===== src/rtl/time_base_pkg.sv =====
package time_base_pkg;
  localparam int WORD_W = 32;
  localparam int RUN_POS = 8;

  typedef enum logic [1:0] {
    ACC_NONE = 2'd0,
    ACC_LO   = 2'd1,
    ACC_HI   = 2'd2,
    ACC_MISC = 2'd3
  } acc_kind_e;
endpackage


===== src/rtl/time_base_counter.sv =====
module time_base_counter #(
  parameter int CNT_W = 40
) (
  input  logic             clk,
  input  logic             rst_n,
  input  logic             tick_i,
  input  logic             run_i,
  output logic [CNT_W-1:0] count_o,
  output logic             adv_o
);
  logic [CNT_W-1:0] count_q;

  function automatic logic [CNT_W-1:0] bump(input logic [CNT_W-1:0] c);
    return c + CNT_W'(1);
  endfunction

  assign adv_o   = tick_i & run_i;
  assign count_o = count_q;

  always_ff @(posedge clk or negedge rst_n) begin
    if (!rst_n)     count_q <= '0;
    else if (adv_o) count_q <= bump(count_q);
  end


  cnt_step_chk: assert property (@(posedge clk) disable iff (!rst_n)
    adv_o |=> count_q == CNT_W'($past(count_q) + CNT_W'(1)));


  cnt_hold_chk: assert property (@(posedge clk) disable iff (!rst_n)
    !adv_o |=> $stable(count_q));
endmodule


===== src/rtl/time_base_shadow.sv =====
module time_base_shadow #(
  parameter int HI_W = 8
) (
  input  logic            clk,
  input  logic            rst_n,
  input  logic            lo_rd_i,
  input  logic            hi_rd_i,
  input  logic [HI_W-1:0] live_hi_i,
  output logic [HI_W-1:0] hi_view_o,
  output logic            pend_o
);
  logic [HI_W-1:0] shad_q;
  logic            pend_q;

  always_ff @(posedge clk or negedge rst_n) begin
    if (!rst_n) begin
      shad_q <= '0;
      pend_q <= 1'b0;
    end else if (lo_rd_i) begin
      shad_q <= live_hi_i;
      pend_q <= 1'b1;
    end else if (hi_rd_i) begin
      pend_q <= 1'b0;
    end
  end

  assign hi_view_o = pend_q ? shad_q : live_hi_i;
  assign pend_o    = pend_q;


  shadow_cap_chk: assert property (@(posedge clk) disable iff (!rst_n)
    lo_rd_i |=> (pend_q && shad_q == $past(live_hi_i)));


  shadow_use_chk: assert property (@(posedge clk) disable iff (!rst_n)
    hi_rd_i |=> !pend_q);
endmodule


===== src/rtl/time_base_regs.sv =====
module time_base_regs
  import time_base_pkg::*;
#(
  parameter int ADDR_W = 8,
  parameter int LO_OFS = 'h60,
  parameter int HI_OFS = 'h64,
  parameter int CNT_W  = 40,
  parameter int LO_W   = 32
) (
  input  logic              clk,
  input  logic              rst_n,
  input  logic              bus_valid,
  input  logic              bus_write,
  input  logic [ADDR_W-1:0] bus_addr,
  input  logic [WORD_W-1:0] bus_wdata,
  input  logic [CNT_W-1:0]  count_i,
  input  logic [CNT_W-LO_W-1:0] hi_view_i,
  output logic              run_o,
  output logic              lo_rd_o,
  output logic              hi_rd_o,
  output logic [WORD_W-1:0] bus_rdata
);
  localparam int HI_W = CNT_W - LO_W;
  localparam logic [WORD_W-1:0] HI_MASK =
    (WORD_W'(1) << RUN_POS) | ((WORD_W'(1) << HI_W) - WORD_W'(1));

  acc_kind_e   kind;
  logic        rd_any;
  logic        hi_wr;
  logic        run_q;
  logic [WORD_W-1:0] rdata_q;

  function automatic acc_kind_e classify(input logic [ADDR_W-1:0] a);
    if (a == ADDR_W'(LO_OFS))      return ACC_LO;
    else if (a == ADDR_W'(HI_OFS)) return ACC_HI;
    else                           return ACC_MISC;
  endfunction

  function automatic logic [WORD_W-1:0] pack_lo(input logic [LO_W-1:0] v);
    return WORD_W'(v);
  endfunction

  function automatic logic [WORD_W-1:0] pack_hi(input logic [HI_W-1:0] f,
                                                input logic e);
    logic [WORD_W-1:0] r;
    r = WORD_W'(f);
    r[RUN_POS] = e;
    return r;
  endfunction

  assign kind    = bus_valid ? classify(bus_addr) : ACC_NONE;
  assign rd_any  = bus_valid && !bus_write;
  assign lo_rd_o = rd_any && (kind == ACC_LO);
  assign hi_rd_o = rd_any && (kind == ACC_HI);
  assign hi_wr   = bus_valid && bus_write && (kind == ACC_HI);

  always_ff @(posedge clk or negedge rst_n) begin
    if (!rst_n)     run_q <= 1'b0;
    else if (hi_wr) run_q <= bus_wdata[RUN_POS];
  end

  always_ff @(posedge clk or negedge rst_n) begin
    if (!rst_n) begin
      rdata_q <= '0;
    end else if (rd_any) begin
      case (kind)
        ACC_LO:  rdata_q <= pack_lo(count_i[LO_W-1:0]);
        ACC_HI:  rdata_q <= pack_hi(hi_view_i, run_q);
        default: rdata_q <= '0;
      endcase
    end
  end

  assign run_o     = run_q;
  assign bus_rdata = rdata_q;


  run_wr_chk: assert property (@(posedge clk) disable iff (!rst_n)
    hi_wr |=> run_q == $past(bus_wdata[RUN_POS]));


  run_keep_chk: assert property (@(posedge clk) disable iff (!rst_n)
    !hi_wr |=> $stable(run_q));


  hi_pad_chk: assert property (@(posedge clk) disable iff (!rst_n)
    hi_rd_o |=> (bus_rdata & ~HI_MASK) == '0);


  lo_pad_chk: assert property (@(posedge clk) disable iff (!rst_n)
    lo_rd_o |=> (bus_rdata >> LO_W) == '0);


  rdata_hold_chk: assert property (@(posedge clk) disable iff (!rst_n)
    !rd_any |=> $stable(bus_rdata));
endmodule


===== src/rtl/time_base40.sv =====
module time_base40
  import time_base_pkg::*;
#(
  parameter int ADDR_W = 8,
  parameter int LO_OFS = 'h60,
  parameter int HI_OFS = 'h64,
  parameter int CNT_W  = 40,
  parameter int LO_W   = 32
) (
  input  logic              clk,
  input  logic              rst_n,
  input  logic              tick,
  input  logic              bus_valid,
  input  logic              bus_write,
  input  logic [ADDR_W-1:0] bus_addr,
  input  logic [31:0]       bus_wdata,
  output logic [31:0]       bus_rdata
);
  localparam int HI_W = CNT_W - LO_W;

  logic [CNT_W-1:0] count;
  logic             adv;
  logic             run;
  logic             lo_rd;
  logic             hi_rd;
  logic [HI_W-1:0]  hi_view;
  logic             shad_pend;

  time_base_counter #(.CNT_W(CNT_W)) u_cnt (
    .clk     (clk),
    .rst_n   (rst_n),
    .tick_i  (tick),
    .run_i   (run),
    .count_o (count),
    .adv_o   (adv)
  );

  time_base_shadow #(.HI_W(HI_W)) u_shad (
    .clk       (clk),
    .rst_n     (rst_n),
    .lo_rd_i   (lo_rd),
    .hi_rd_i   (hi_rd),
    .live_hi_i (count[CNT_W-1:LO_W]),
    .hi_view_o (hi_view),
    .pend_o    (shad_pend)
  );

  time_base_regs #(
    .ADDR_W (ADDR_W),
    .LO_OFS (LO_OFS),
    .HI_OFS (HI_OFS),
    .CNT_W  (CNT_W),
    .LO_W   (LO_W)
  ) u_regs (
    .clk       (clk),
    .rst_n     (rst_n),
    .bus_valid (bus_valid),
    .bus_write (bus_write),
    .bus_addr  (bus_addr),
    .bus_wdata (bus_wdata),
    .count_i   (count),
    .hi_view_i (hi_view),
    .run_o     (run),
    .lo_rd_o   (lo_rd),
    .hi_rd_o   (hi_rd),
    .bus_rdata (bus_rdata)
  );


  reset_idle_chk: assert property (@(posedge clk) disable iff (!rst_n)
    $rose(rst_n) |-> (count == '0 && !run && !shad_pend));


  adv_gate_chk: assert property (@(posedge clk) disable iff (!rst_n)
    adv |-> (run && tick));
endmodule


===== config.mk =====
export PLATFORM = sky130hd
export DESIGN_NAME = time_base40
export DESIGN_NICKNAME = d
export VERILOG_FILES = /design/src/rtl/time_base_pkg.sv /design/src/rtl/time_base_counter.sv /design/src/rtl/time_base_shadow.sv /design/src/rtl/time_base_regs.sv /design/src/rtl/time_base40.sv
export SDC_FILE = /design/constraint.sdc
export NUM_CORES = 1
export LEC_CHECK = 0
export CORE_MARGIN = 5
export CORE_UTILIZATION = 32
export DETAILED_ROUTE_END_ITERATION = 16
export PLACE_DENSITY_LB_ADDON = 0.15
export SLEW_MARGIN = 20
export SYNTH_ARGS = -nofsm -noshare
export SYNTH_HDL_FRONTEND = slang
export SYNTH_SLANG_ARGS = --single-unit

===== constraint.sdc =====
create_clock -name clk -period 1.6 [get_ports clk]
set_input_delay 0.32 -clock clk [delete_from_list [all_inputs] [get_ports clk]]
set_output_delay 0.32 -clock clk [all_outputs]
set_load 0.03 [all_outputs]

Yosys cells after proc, flatten, opt, wreduce, memory -nomap -nowiden
Cells that the tools add are included.
{ "totals": {"register_bits": 82, "output_inout_bits": 32, "inputBits": 45} }
{ "classes": {"n_mux": 7, "n_bitwise": 1, "n_reduce_logical": 7, "eq_ne": 4, "addsub": 1} }
{ "op_table": {"columns": ["op", "n"], "rows": [
  ["$pmux W32 S2", 1],
  ["$add A40 B1 Y40 const B", 1],
  ["$eq A8 B7 Y1 const B", 2],
  ["$mux W8", 1],
  ["$logic_and A1 B1 Y1", 5],
  ["$mux W2", 2],
  ["$mux W1", 3],
  ["$eq A2 B1 Y1 const B", 1],
  ["$eq A2 B2 Y1 const B", 1],
  ["$reduce_bool A2 Y1", 1],
  ["$and A1 B1 Y1", 1],
  ["$logic_not A1 Y1", 1]
]} }

Depth between registers and ports, before layout
{ "depth": {"word_depth": 8, "depth_mapped": 6, "mapped_depth_nobuf": 6} }

Hierarchy
Synthesis repeated with hierarchy kept, for this count alone.
{ "unflattened": {"hier_cells": 302, "area_unflattened_um2": 3774.9} }
{ "modules_own_cells": {"columns": ["module", "instances", "area_each_um2", "cells_per_inst", "seq_area_each_um2"], "rows": [
  ["time_base_counter", 1, 1919.3, 171, 1001.0],
  ["time_base_regs", 1, 1355.0, 102, 825.8],
  ["time_base_shadow", 1, 500.5, 29, 225.2]
]} }

Worst setup path after synthesis
OpenSTA, ideal clock, no wires.
{ "synth_timing": {"path_type": "input to register", "startpoint": "in bus_addr[3]", "endpoint": "reg u_shad.shad_q[0]", "stages": 5, "setup_ps": 125, "path_buffers": 1, "arrival_time_ps": 1612, "required_time_ps": 1475, "setup_slack_ps": -137, "cell_sequence": "nor4bb_1 > and4b_1 > nor3b_2 > buf_2 > mux2_2"} }
{ "synth_via": {"elab_chain_len": 6} }
{ "synth_rtl": {"columns": ["item", "line_no", "text"], "rows": [
  ["start, declared", "time_base40.sv:15", "input logic [ADDR_W-1:0] bus_addr,"],
  ["$eq A8 B7 Y1", "time_base_regs.sv:35", "else if (a == ADDR_W'(HI_OFS)) return ACC_HI;"],
  ["$mux W1", "time_base_regs.sv:35", null],
  ["$mux W2 (*)", "time_base_regs.sv:34", "if (a == ADDR_W'(LO_OFS)) return ACC_LO;"],
  ["$mux W2 (*)", "time_base_regs.sv:51", "assign kind = bus_valid ? classify(bus_addr) : ACC_NONE;"],
  ["$eq A2 B1 Y1 (*)", "time_base_regs.sv:53", "assign lo_rd_o = rd_any && (kind == ACC_LO);"],
  ["$logic_and A1 B1 Y1 (*)", "time_base_regs.sv:53", null],
  ["end signal, assigned", "time_base_shadow.sv:20", "shad_q <= live_hi_i;"],
  ["end, declared", "time_base_shadow.sv:12", "logic [HI_W-1:0] shad_q;"]
]} }
Every way passes the cells marked *; elsewhere a longest branch is shown, timed or not.
A chain may end at the register's enable or synchronous reset.

Final worst setup path
{ "layout_timing": {"startpoint": "in bus_addr[6]", "endpoint": "reg u_regs.rdata_q[20], in the netlist u_regs.bus_rdata[20]"} }
{ "layout_via": {"elab_chain_len": 6} }
{ "layout_rtl": {"columns": ["item", "line_no", "text"], "rows": [
  ["$eq A8 B7 Y1", "time_base_regs.sv:35", null],
  ["$mux W1", "time_base_regs.sv:35", null],
  ["$mux W2 (*)", "time_base_regs.sv:34", null],
  ["$mux W2 (*)", "time_base_regs.sv:51", null],
  ["$eq A2 B2 Y1 or $eq A2 B1 Y1 (tied branches)", "time_base_regs.sv:66", "case (kind)"],
  ["$pmux W32 S2 (*)", "time_base_regs.sv:66", null],
  ["end signal, assigned", "time_base_regs.sv:67", "ACC_LO: rdata_q <= pack_lo(count_i[LO_W-1:0]);"],
  ["end signal, assigned", "time_base_regs.sv:68", "ACC_HI: rdata_q <= pack_hi(hi_view_i, run_q);"],
  ["end, declared", "time_base_regs.sv:31", "logic [WORD_W-1:0] rdata_q;"]
]} }
Marked as above.

==> reports/qor.yml <==
hold_class: "in -> async"
htreeDepth: 3
grt_use_met3: 0.0295
vias: 2460
dpl_cell_area_sq_mm: 0.00453
netlist-cell-type-count: 36
cts_buffers: 9
grt_overflow: 0
worstPathRequired_ps: 1850
routed_via_density: 4.63
synth-xor-area-share: 0.0972
yosysMostFrequentCell: "dfrtp_1"
synthFlopType: "dfrtp_1"
synth_top_area_cell: "dfrtp_1"
crit_type: "in -> reg"
ios: 77
startpoint_type: "input pin"
grt_use_met2: 0.202
routedWlPerCell_microns: 15.4
rsz0062_at_grt: "true"
setup_viol: 0
ir_drop_v: 0.000323
dp_hpwl_microns: 5470
reg2reg_slack_ps: 50
num_rows: 38
cp_max_fo: 7
root_buffer: "clkbuf_8"
syn_area_sq_mm: 0.00352
critPathTopFamily: "buffers and inverters"
hold_viol: 0
grt_max_degree: 33
worstMarginPinSlew_ps: 476
synth_edf_count: 0
clk_pin_slew_ps: 90
instances_no_fill: 531
multi_input_area_sq_mm: 0.00149
busiest_layer: "met2"
drive_above_1_share: 0.304
finalInstanceArea_sq_mm: 0.00503
drt_iter0_markers: 88
postRouteAntennaNets: 0
fill_cells: 993
slew_headroom: 0.683
firstDrtPassIters: 4
syn_to_final_growth_pct: 43.0
clk_latency_ps: 360
cts_tree: "yes"
synth_fp_nets: 322
drc: 0
finalCriticalPeriod_ps: 1570
use_met1: 0.189
diodes: 0
ys_seq_elements: 82
grt_use_total: 0.134
die_area_sq_mm: 0.0132
nets: 432
period_share: 0.981
drv_slew: 0
port_buffers: 45
p_leak_nw: 2.50
yosys-top-cells-count: "82 x dfrtp_1, 25 x xnor2_1, 23 x a22o_1"
clk_path_buf_depth: 2
synthArstFlopShare: 1.00
slowest_delay_ps: 230
synthTopCellsByArea: "dfrtp_1 58%, xnor2_1 6.2%, a22o_1 5.7%, xor2_1 3.5%, mux2_2 3.2%"
r2r_cells: 5
r2r-end: "u_cnt.count_o[36]"
crit_slowest_cell: "a22o_1"
cap_viol_max_count: 0
r2r-start: "u_cnt.count_o[2]"
netlist.area_leader.share: 0.584
worstPathArrival_ps: 1820
finClkSkew_ps: 10.9
outcome: "finished, final reports clean"
path_cells: "clkdlybuf4s15_1 -> nor4bb_1 -> and4b_1 -> nor3b_4 -> buf_6 -> buf_12 -> buf_4 -> buf_8 -> buf_16 -> a22o_1"
numClockSinks: 82
final-seq-area_sq_mm: 0.00205
dp.cells: 500
synthMuxAreaShare: 0.0548
antenna_found_initial: 0
ys_warn_count: 0
synth-simple-area-share: 0.150
synth_compound_area_frac: 0.0915
gp_congestion: 0.714
synth_area_per_cell_sq_um: 12.7
pwr_density_cell_mw_per_mm2: 769
die_x_microns: 115
core_sq_mm: 0.0108
synthAdderAreaFrac: 0.00356
synth_seq_area_share: 0.584
drt-total-wl_microns: 8180
crit_buf_inv: 6
start_util: 0.326
die_y_microns: 115
grt_pass1_wl_microns: 13800
syn-instance-count: 276
cp-end-kind: "flip-flop"
max_freq_mhz: 637
grt_pass1_vias: 2628
synth_top_family_by_area: "simple AND/OR/NAND/NOR gates"
-- cell usage in the layout, fill, tap and decap left out, drive strengths merged --
master,n
dfrtp,82
buf,66
dlygate4sd2,37
xnor2,25
a22o,23
nand3,16
nor2,15
nand2,15
xor2,14
clkbuf,10
inv,10
mux2,10
o21ai,9
a22oi,9
mux2i,8
nand4,8
nor3,6
nor4,4
and4,4
clkdlybuf4s50,3
and3,2
clkinvlp,2
or2,1
nor4bb,1
and4b,1
nor3b,1
nand2b,1
nand4b,1
and2,1
a21o,1
ha,1
bufinv,1
clkinv,1
dlygate4sd3,1
clkdlybuf4s15,1
-- kinds of logic (layout without fill, tap and decap cells) --
logic type	after synthesis	after routing
simple gates	77	77
buf+inv	17	132
mux	18	18
fa+ha+maj	1	1
flops	82	82
compound gates	42	42
xor+xnor	39	39
-- repair_timing --
action	CTS	global route
endpoints found under the setup margin	84	19
pin swaps	12	7
gates cloned	4	0
gates resized for setup	82	6
endpoints found under the hold margin	24	0
buffers inserted	10	2
hold buffers	1	0
-- layout make-up --
class	count	share of cell area
timing repair buffer	108	0.212
clock buffer	10	0.0274
multi-input combinational	177	0.297
sequential	82	0.408
tap	140	0.0348
clock inverter	6	0.0147
inverter	8	0.00597
-- worst max-delay path by stage --
stage                startpoint                    to  slack [ps]  cells after the start
2_1_floorplan       bus_addr[3]      u_shad.shad_q[0]         -50                      5
3_3_place_gp        bus_addr[6]   u_regs.bus_rdata[8]        -510                      8
3_5_place_dp        bus_addr[6]   u_regs.bus_rdata[7]        -550                      8
4_1_cts        u_cnt.count_o[2]     u_cnt.count_o[39]         -30                      7
5_1_grt        u_cnt.count_o[2]     u_cnt.count_o[36]         -70                      5
6_report            bus_addr[6]  u_regs.bus_rdata[20]          30                     10
-- metrics by stage --
stage | power (mW) | setup TNS [ps] | setup WS, ps | hold WS (ps) | util
6_report | 3.87 | 0 | 30.1 | 431 | 0.466
5_1_grt | 4.07 | -286 | -74.7 | 444 | 0.466
4_1_cts | 3.93 | -51.4 | -30.7 | 416 | 0.463
3_5_place_dp | 2.33 | -32610 | -547 | 268 | 0.420
3_3_place_gp | 2.33 | -30760 | -514 | 269 | 0.420
2_1_floorplan | 2.19 | -354 | -50.6 | 24.4 | -
-- sequential cells by signal, indices dropped and copies added (netlist names) --
signal and flops:
u_regs.run_o 1, u_cnt.count_o 40, u_shad.shad_q 8, u_shad.pend_o 1, u_regs.bus_rdata 32
-- report_power, final --
part	total, mW	internal [mW]	switching [mW]
logic	0.174	0.0819	0.0920
clock network	1.59	0.783	0.804
registers	2.11	2.09	0.0180
-- layer usage --
| layer | share of wire | routed length [microns] |
|---|---|---|
| met5 | 0 | 0 |
| met3 | 0.028 | 227 |
| met1 | 0.49 | 4040 |
| met2 | 0.46 | 3780 |
| met4 | 0.016 | 133 |
Note: power is estimated with default switching activity, not from simulation.
